===== src/rtl/uart_tx_drain.sv =====
module uart_tx_drain #(
  parameter int DATA_W = 8
) (
  input  logic              clk,
  input  logic              rst_n,
  input  logic              baud_tick,
  input  logic              wr_en,
  input  logic [DATA_W-1:0] wr_data,
  input  logic              cmd_enable,
  input  logic              cmd_disable,
  input  logic              cmd_reset,
  input  logic [2:0]        par_mode,
  output logic              txd,
  output logic              hold_empty,
  output logic              tx_empty
);
  localparam int SH_W  = DATA_W + 2;
  localparam int CNT_W = $clog2(DATA_W + 3);
  localparam logic [CNT_W-1:0] REM_PAR   = CNT_W'(DATA_W + 2);
  localparam logic [CNT_W-1:0] REM_NOPAR = CNT_W'(DATA_W + 1);

  logic              en_q, drain_q, hv_q, busy_q, txd_q;
  logic [DATA_W-1:0] hold_q;
  logic [SH_W-1:0]   sh_q;
  logic [CNT_W-1:0]  rem_q;
  logic              par_bit;

  wire par_on   = !par_mode[2];
  wire wr_ok    = wr_en && hold_empty && !cmd_disable && !cmd_reset;
  wire load_now = baud_tick && hv_q && (!busy_q || rem_q == '0);

  always_comb begin
    case (par_mode[1:0])
      2'b00:   par_bit = ^hold_q;
      2'b01:   par_bit = ~^hold_q;
      2'b10:   par_bit = 1'b0;
      default: par_bit = 1'b1;
    endcase
  end

  always_ff @(posedge clk or negedge rst_n) begin
    if (!rst_n) begin
      en_q    <= 1'b0;
      drain_q <= 1'b0;
      hv_q    <= 1'b0;
      busy_q  <= 1'b0;
      txd_q   <= 1'b1;
      hold_q  <= '0;
      sh_q    <= '1;
      rem_q   <= '0;
    end else if (cmd_reset) begin
      en_q    <= 1'b0;
      drain_q <= 1'b0;
      hv_q    <= 1'b0;
      busy_q  <= 1'b0;
      txd_q   <= 1'b1;
      rem_q   <= '0;
    end else begin
      if (cmd_disable) begin
        if (!busy_q && !hv_q) en_q <= 1'b0;
        else if (en_q) drain_q <= 1'b1;
      end else if (cmd_enable) begin
        en_q    <= 1'b1;
        drain_q <= 1'b0;
      end else if (drain_q && !busy_q && !hv_q) begin
        en_q    <= 1'b0;
        drain_q <= 1'b0;
      end

      if (wr_ok) begin
        hv_q   <= 1'b1;
        hold_q <= wr_data;
      end else if (load_now) begin
        hv_q <= 1'b0;
      end

      if (load_now) begin
        busy_q <= 1'b1;
        txd_q  <= 1'b0;
        sh_q   <= {1'b1, par_on ? par_bit : 1'b1, hold_q};
        rem_q  <= par_on ? REM_PAR : REM_NOPAR;
      end else if (baud_tick && busy_q) begin
        if (rem_q != '0) begin
          txd_q <= sh_q[0];
          sh_q  <= {1'b1, sh_q[SH_W-1:1]};
          rem_q <= rem_q - 1'b1;
        end else begin
          busy_q <= 1'b0;
          txd_q  <= 1'b1;
        end
      end
    end
  end

  assign txd        = txd_q;
  assign hold_empty = en_q && !drain_q && !hv_q;
  assign tx_empty   = !busy_q && !hv_q;
endmodule


===== config.mk =====
export PLATFORM = sky130hd
export DESIGN_NAME = uart_tx_drain
export DESIGN_NICKNAME = d
export VERILOG_FILES = /design/src/rtl/uart_tx_drain.sv
export SDC_FILE = /design/constraint.sdc
export NUM_CORES = 1
export LEC_CHECK = 0
export ABC_AREA = 0
export BUFFER_PORTS_ARGS = -buffer_cell sky130_fd_sc_hd__buf_4
export CAP_MARGIN = 25
export CORE_UTILIZATION = 55
export DETAILED_ROUTE_END_ITERATION = 12
export HOLD_SLACK_MARGIN = 0.15
export MAX_ROUTING_LAYER = met4
export PLACE_DENSITY = 0.78
export SETUP_SLACK_MARGIN = 0.3
export SLEW_MARGIN = 20
export SYNTH_ARGS = -nofsm -noshare
export SYNTH_HDL_FRONTEND = slang
export SYNTH_SLANG_ARGS = --single-unit

===== constraint.sdc =====
create_clock -name clk -period 2.27 [get_ports clk]
set_clock_uncertainty 0.05 [all_clocks]
set_input_delay 0.1135 -clock clk [delete_from_list [all_inputs] [get_ports clk]]
set_output_delay 0.1135 -clock clk [all_outputs]
set_load 0.05 [all_outputs]

==> impl_metrics.csv, run 1 <==
group,metric,value,unit
clock_tree,cts_resized,0,
die,row_count,17,
final_layout,diodes,0,
detailed_routing,routed.top_layer,"met4",
setup_path,r2r-end,"sh_q[8]$_DFFE_PN1P_",
setup_path,cp-end-kind,"flop",
detailed_routing,first_pass_iters,4,
yosys,synth_edf_count,0,
grt,grt_max_degree,27,
detailed_routing,viasPerCell,5.28,
timing,setup_slack,0.456,ns
grt,grt_pass1_wl,4.42,mm
yosys,ys_types,30,
timing,period_share,79.9,%
setup_path,worstSetupStartpointType,"flop",
detailed_routing,routed-via-count,1019,
setup_path,r2r_setup_slack,0.46,ns
power_and_ir_drop,total_leakage_power,0.728,nW
detailed_routing,routed-wl-met2,1.27,mm
yosys,syn_area,1320,µm²
timing,final_max_slew_viol_count,0,
yosys,netlist_top_cells_area,"dfrtp_1 30%, dfstp_2 20%, mux2_2 6.8%",
yosys,ys_ff_latch,26,
timing,min_period,1.81,ns
final_layout,syn2layout_area_growth,28.6,%
timing,fin_tns_setup,0,ns
detailed_routing,drtIter0Drc,34,
setup_path,worstRegToRegCells,6,
setup_path,r2r_start,"rem_q[1]$_DFFE_PN0P_",
yosys,yosysTopAreaCell,"dfrtp_1",
clock_tree,cts_htree_levels,1,
power_and_ir_drop,peakVddDrop,0.579,mV
grt,antenna_found_initial,0,
setup_path,cp_max_fo,14,
clock_tree,cts_root_buf,"clkbuf_4",
grt,grt_usage,24.1,%
yosys,synth-async-reset-ratio,100,%
yosys,avgSynthCellArea,10.4,µm²
timing,finalHoldViolCount,0,
final_layout,utilization,75.8,%
place,io_buffers,20,
die,die_h,50.9,µm
yosys,netlist_instances,126,
setup_path,crit_type,"flop to flop",
clock_tree,cts_tree,"yes",
yosys,yosysTopAreaCellShare,30.4,%
clock_tree,cts_buffers,3,
setup_path,worstPathArrival,2.02,ns
clock_tree,insertion_delay,0.32,ns
yosys,synth-seq-area-share,50.4,%
detailed_routing,wire_per_inst,13.4,µm
die,start_util,58.9,%
clock_tree,cts_num_sinks,26,
yosys,yosys_warnings,0,
final_layout,drive_gt1_share,31.5,%
die,chipWidth,50.9,µm
yosys,synth_top_flop_cell,"dfrtp_1",
yosys,synth_fp_nets,146,
detailed_routing,drc,0,
die,dieArea,2590,µm²
clock_tree,cts.reportedPaths.clkPinSlew,0.14,ns
place,globalplace.congestion,0.746,
grt,overflow,0,
timing,relSlewSlack,72.0,%
status,outcome,"finished clean",
grt,grt_pass1_vias,951,
setup_path,worstPathRequired,2.48,ns
flow_run,cap_violations,0,
setup_path,crit_start,"rem_q[1]$_DFFE_PN0P_",
final_layout,num-fill-cells,164,
detailed_routing,ant_nets,0,
timing,final-setup-viol-count,0,
power_and_ir_drop,finalPower,1.18,mW
place,dp_hpwl,1.72,mm
detailed_routing,wl,2.59,mm
timing,fmax,0.551,GHz
die,ios,21,
final_layout,nets,186,
timing,worst_pin_slew,0.419,ns
setup_path,critPathCapture,"sh_q[8]$_DFFE_PN1P_",
die,core,2230,µm²
min_path,hold_path_class,"input port to async pin",
place,pre_cts_slack,0.444,ns
detailed_routing,wl_met3,54,µm
power_and_ir_drop,cellPowerDensity,700,nW/µm²
detailed_routing,wl_met1,1.20,mm
timing,hold_ws,0.173,ns
timing,rsz0062_at_grt,"no",
clock_tree,clockBufferDepth,2,
==> layout make-up <==
class                           count  area (µm²)  area share (%)
Clock buffer                        4        36.3            2.14
Sequential cell                    26         663            39.2
Inverter                            3        11.3           0.665
Timing Repair Buffer               38         325            19.2
Tap cell                           28        35.0            2.07
Multi-Input combinational cell     94         622            36.7
==> power by group <==
part / leakage (nW) / switching, mW / internal [mW]
logic: 0.390 / 0.141 / 0.171
clock network: 0.0210 / 0.134 / 0.0981
registers: 0.317 / 0.0605 / 0.581
==> Yosys cell counts (all sizes together), types with 3 or more instances <==
| cell | n |
|---|---|
| xnor2 | 7 |
| xor2 | 3 |
| nor2 | 16 |
| nand2 | 21 |
| o21ai | 4 |
| a21oi | 9 |
| dfstp | 10 |
| inv | 3 |
| a31oi | 9 |
| mux2 | 8 |
| dfrtp | 16 |
==> through the flow <==
stage,cells,cell area (µm²)
finish,193,1690
global route,193,1690
CTS,191,1680
detailed placement,171,1480
floorplan,126,1320
global placement,171,1480
==> worst min path at each step <==
| stage | from | cells past startpoint | slack (ns) | to |
|---|---|---|---|---|
| after floorplan | rst_n | 0 | -0.23 | busy_q$_DFFE_PN0P_ |
| after global placement | rst_n | 1 | -0.02 | rem_q[2]$_DFFE_PN0P_ |
| after detailed placement | rst_n | 1 | -0.01 | rem_q[2]$_DFFE_PN0P_ |
| after CTS | cmd_enable | 5 | 0.16 | drain_q$_DFFE_PN0P_ |
| after global routing | rst_n | 2 | 0.19 | hold_q[7]$_DFFE_PN0P_ |
| final | rst_n | 2 | 0.17 | rem_q[0]$_DFFE_PN0P_ |
==> cells in the final DEF, fill, tap and decap left out <==
cell and n:
clkbuf_8 1, nand3_1 1, xnor2_1 7, a21o_4 1, mux2_2 8, ha_1 2, nor2b_1 1, nand2_1 21
or3_1 1, mux2i_1 1, buf_4 22, nand3_2 1, o21ai_1 1, xor2_1 3, a21oi_4 2, nor3_1 2
o21ai_0 3, a211oi_2 1, dfstp_2 10, inv_1 3, nor3b_4 1, nand2b_1 1, and3_4 1, a31oi_1 9
a21oi_1 7, o21bai_1 1, dlygate4sd3_1 16, nor4_1 1, nor2_1 16, or3b_4 1, clkbuf_4 3, dfrtp_1 16
==> cell families (layout without fill, tap and decap cells) <==
family	count (synthesis)	in the layout	synth area share (%)
mux	9	9	7.60
compound gates	25	25	13.6
fa+ha+maj	2	2	1.90
buf+inv	6	45	2.85
simple gates	48	48	17.0
xor+xnor	10	10	6.65
flops	26	26	50.4
==> worst max-delay path, cell delays in order, from the launching register on <==
cell and delay, ns:
dfrtp_1 0.41, inv_1 0.10, ha_1 0.15, or3b_4 0.42, a21o_4 0.29, nor3_1 0.20, a31oi_1 0.12
==> registers in the layout, indices dropped and copies added, names as in the netlist <==
signal and cells:
en_q 1, hv_q 1, txd 1, sh_q 9, drain_q 1, rem_q 4, hold_q 8, busy_q 1
==> routing by layer <==
layer / up-vias / GRT usage, %
met2: 18 / 36.8
met4: 0 / 9.72
met3: 7 / 3.57
li1: 511 / -
met5: - / -
met1: 483 / 32.4
==> repair_timing <==
item,CTS,global route
hold buffers,16,0
buffers inserted,0,2
setup endpoints to repair,0,8
endpoints found under the hold margin,51,0
No activity file was read; power rests on OpenSTA's default activity.
==> run 2: changes to the inputs <==
- ABC_AREA: 0 -> 1
- CORE_UTILIZATION: 55 -> 50
- PLACE_DENSITY: 0.78 -> 0.74
- clock period: 2.27 -> 1.5 ns (I/O delays scaled with it)
==> run 2 against run 1 <==
The flow now finishes with violations (hold timing, setup timing). Clock power grew 37%. Power up 92%. Synthesized area up 7.8%. Worst setup slack worse by 0.70 ns. Routed wire length up 110%. Register-to-register slack worse by 0.70 ns. Sequential cell count is the same. Utilization is 14 points higher. Largest cell class is now multi-input combinational cells.
==> impl_metrics.csv, run 2 <==
group,metric,value,unit
die,chipWidth,55.3,µm
setup_path,crit_type,"flop to flop",
grt,antenna_found_initial,0,
clock_tree,cts.reportedPaths.clkPinSlew,0.15,ns
yosys,netlist_instances,186,
yosys,synth_fp_nets,206,
place,dp_hpwl,2.29,mm
clock_tree,cts_root_buf,"clkbuf_4",
timing,rsz0062_at_grt,"yes",
clock_tree,cts_tree,"yes",
setup_path,cp_max_fo,6,
yosys,synth_common_cells,"56 x nand2_1, 24 x nor2_1, 23 x inv_1",
die,die_h,55.3,µm
timing,finalHoldViolCount,1,
power_and_ir_drop,peakVddDrop,1.08,mV
detailed_routing,routed-via-count,1653,
yosys,ys_types,27,
setup_path,worstPathRequired,1.70,ns
die,dieArea,3050,µm²
timing,min_period,1.74,ns
detailed_routing,drtIter0Drc,108,
detailed_routing,first_pass_iters,5,
clock_tree,cts_num_sinks,26,
final_layout,final_cell_mix,"52 x nand2_1, 36 x buf_4, 20 x inv_1",
final_layout,layout_commonest_cell,"nand2_1",
status,violations,"hold timing, setup timing",
power_and_ir_drop,total_leakage_power,1.10,nW
status,outcome,"finished, violations left",
clock_tree,cts_buffers,3,
timing,hold_ws,-0.0549,ns
setup_path,worstSetupStartpointType,"flop",
setup_path,cp-end-kind,"flop",
timing,final-setup-viol-count,14,
place,globalplace.congestion,0.781,
grt,grt_usage,31.1,%
place,pre_cts_slack,-0.175,ns
yosys,synth_top_flop_cell,"dfrtp_1",
detailed_routing,wl_met1,1.94,mm
power_and_ir_drop,cellPowerDensity,989,nW/µm²
detailed_routing,wl_met3,398,µm
detailed_routing,wl,5.33,mm
final_layout,utilization,89.7,%
place,io_buffers,20,
detailed_routing,routed.top_layer,"met4",
flow_run,cap_violations,0,
final_layout,nets,274,
yosys,syn_area,1420,µm²
yosys,synth.most_common_cell,"nand2_1",
yosys,synth-async-reset-ratio,100,%
timing,relSlewSlack,76.9,%
detailed_routing,ant_nets,0,
yosys,netlist_top_cells_area,"dfrtp_1 28%, dfstp_2 19%, nand2_1 15%",
grt,grt_pass1_vias,1560,
final_layout,regMostFlops,"sh_q",
die,core,2570,µm²
power_and_ir_drop,finalPower,2.28,mW
grt,grt_pass1_wl,7.17,mm
clock_tree,clockBufferDepth,2,
detailed_routing,viasPerCell,5.84,
die,row_count,18,
timing,final_max_slew_viol_count,0,
yosys,yosys_warnings,0,
timing,setup_slack,-0.240,ns
detailed_routing,routed-wl-met2,2.78,mm
clock_tree,cts_htree_levels,1,
detailed_routing,wire_per_inst,18.8,µm
detailed_routing,drc,0,
yosys,synth_edf_count,0,
setup_path,worstPathArrival,1.94,ns
yosys,synth-seq-area-share,46.7,%
final_layout,drive_gt1_share,45.1,%
yosys,yosysTopAreaCellShare,28.2,%
yosys,ys_ff_latch,26,
die,ios,21,
yosys,avgSynthCellArea,7.63,µm²
final_layout,reg.largest.list,"sh_q x9, hold_q x8, rem_q x4",
die,start_util,55.3,%
timing,period_share,116,%
final_layout,largest_reg_flops,9,
timing,worst_pin_slew,0.346,ns
timing,fmax,0.575,GHz
grt,overflow,0,
clock_tree,insertion_delay,0.33,ns
min_path,hold_path_class,"input port to flop",
yosys,yosysTopAreaCell,"dfrtp_1",
final_layout,diodes,0,
grt,grt_max_degree,27,
final_layout,syn2layout_area_growth,62.3,%
-- run 2: cell types whose count changed in the layout (fill, tap and decap cells not counted), moves of 7 or more --
cell	previous run	this run
buf_6	0	11
mux2_2	8	0
a21oi_2	0	9
inv_1	3	20
nor2_1	16	7
nor2_2	0	7
buf_4	22	36
nor2_4	0	11
nand2_1	21	52
-- run 2: final timing paths --
path	cells past startpoint	start	to	slack [ns]
worst max register to register	10	rem_q[0]$_DFFE_PN0P_	sh_q[5]$_DFFE_PN1P_	-0.24
worst min register to register	2	sh_q[1]$_DFFE_PN1P_	sh_q[0]$_DFFE_PN1P_	0.47
worst max-delay path	10	rem_q[0]$_DFFE_PN0P_	sh_q[5]$_DFFE_PN1P_	-0.24
max in group asynchronous	3	rst_n	sh_q[1]$_DFFE_PN1P_	0.43
min in group asynchronous	3	rst_n	rem_q[2]$_DFFE_PN0P_	0.65
worst min-delay path	2	cmd_reset	busy_q$_DFFE_PN0P_	-0.05
-- run 2: power breakdown --
part | internal (mW) | switching [mW]
clock | 0.104 | 0.214
sequential | 0.922 | 0.157
combinational | 0.364 | 0.518
total | 1.39 | 0.888
-- run 2: kinds of logic after synthesis --
group | Yosys count | share of synthesized area (%)
mux | 1 | 0.794
flops | 26 | 46.7
buf+inv | 29 | 8.38
compound gates | 31 | 13.3
simple gates | 95 | 27.8
fa+ha+maj | 2 | 1.76
xor+xnor | 2 | 1.23
-- run 2: timing repair --
item	in CTS	in global routing
endpoints found under the hold margin	50	10
pin swaps	12	8
setup buffers	11	10
resized for setup	44	18
hold buffers	16	1
endpoints found under the setup margin	28	29
-- run 2: final cells by class --
type,instances,area [µm²]
multi-input combinational,131,878
timing repair buffer,66,599
sequential,26,664
fill,103,264
tap,30,37.5
inverter,26,97.6
clock buffer,4,26.3
-- run 2: metrics by stage --
step                      setup TNS, ns  instance area (µm²)  instances
after floorplan                       0                 1490        186
after global placement           -0.476                 1710        241
after detailed placement          -1.56                 1710        241
after CTS                        -0.372                 2160        272
after global routing              -3.25                 2300        283
final                             -2.47                 2300        283
-- run 2: critical path: stages, from the launching register on --
cell and delay (ns):
dfrtp_1 0.42, inv_2 0.07, ha_4 0.17, nand3_4 0.07, nand2_4 0.08, nor2_4 0.12, inv_2 0.06, a21oi_4 0.24
buf_6 0.17, nor2_4 0.04, a31oi_1 0.17
-- run 2: layer usage --
metal / global-route usage, % / vias to the layer above
met1: 36.1 / 794
met2: 54.2 / 111
li1: - / 726
met4: 14.3 / 0
met3: 3.04 / 22
met5: - / -
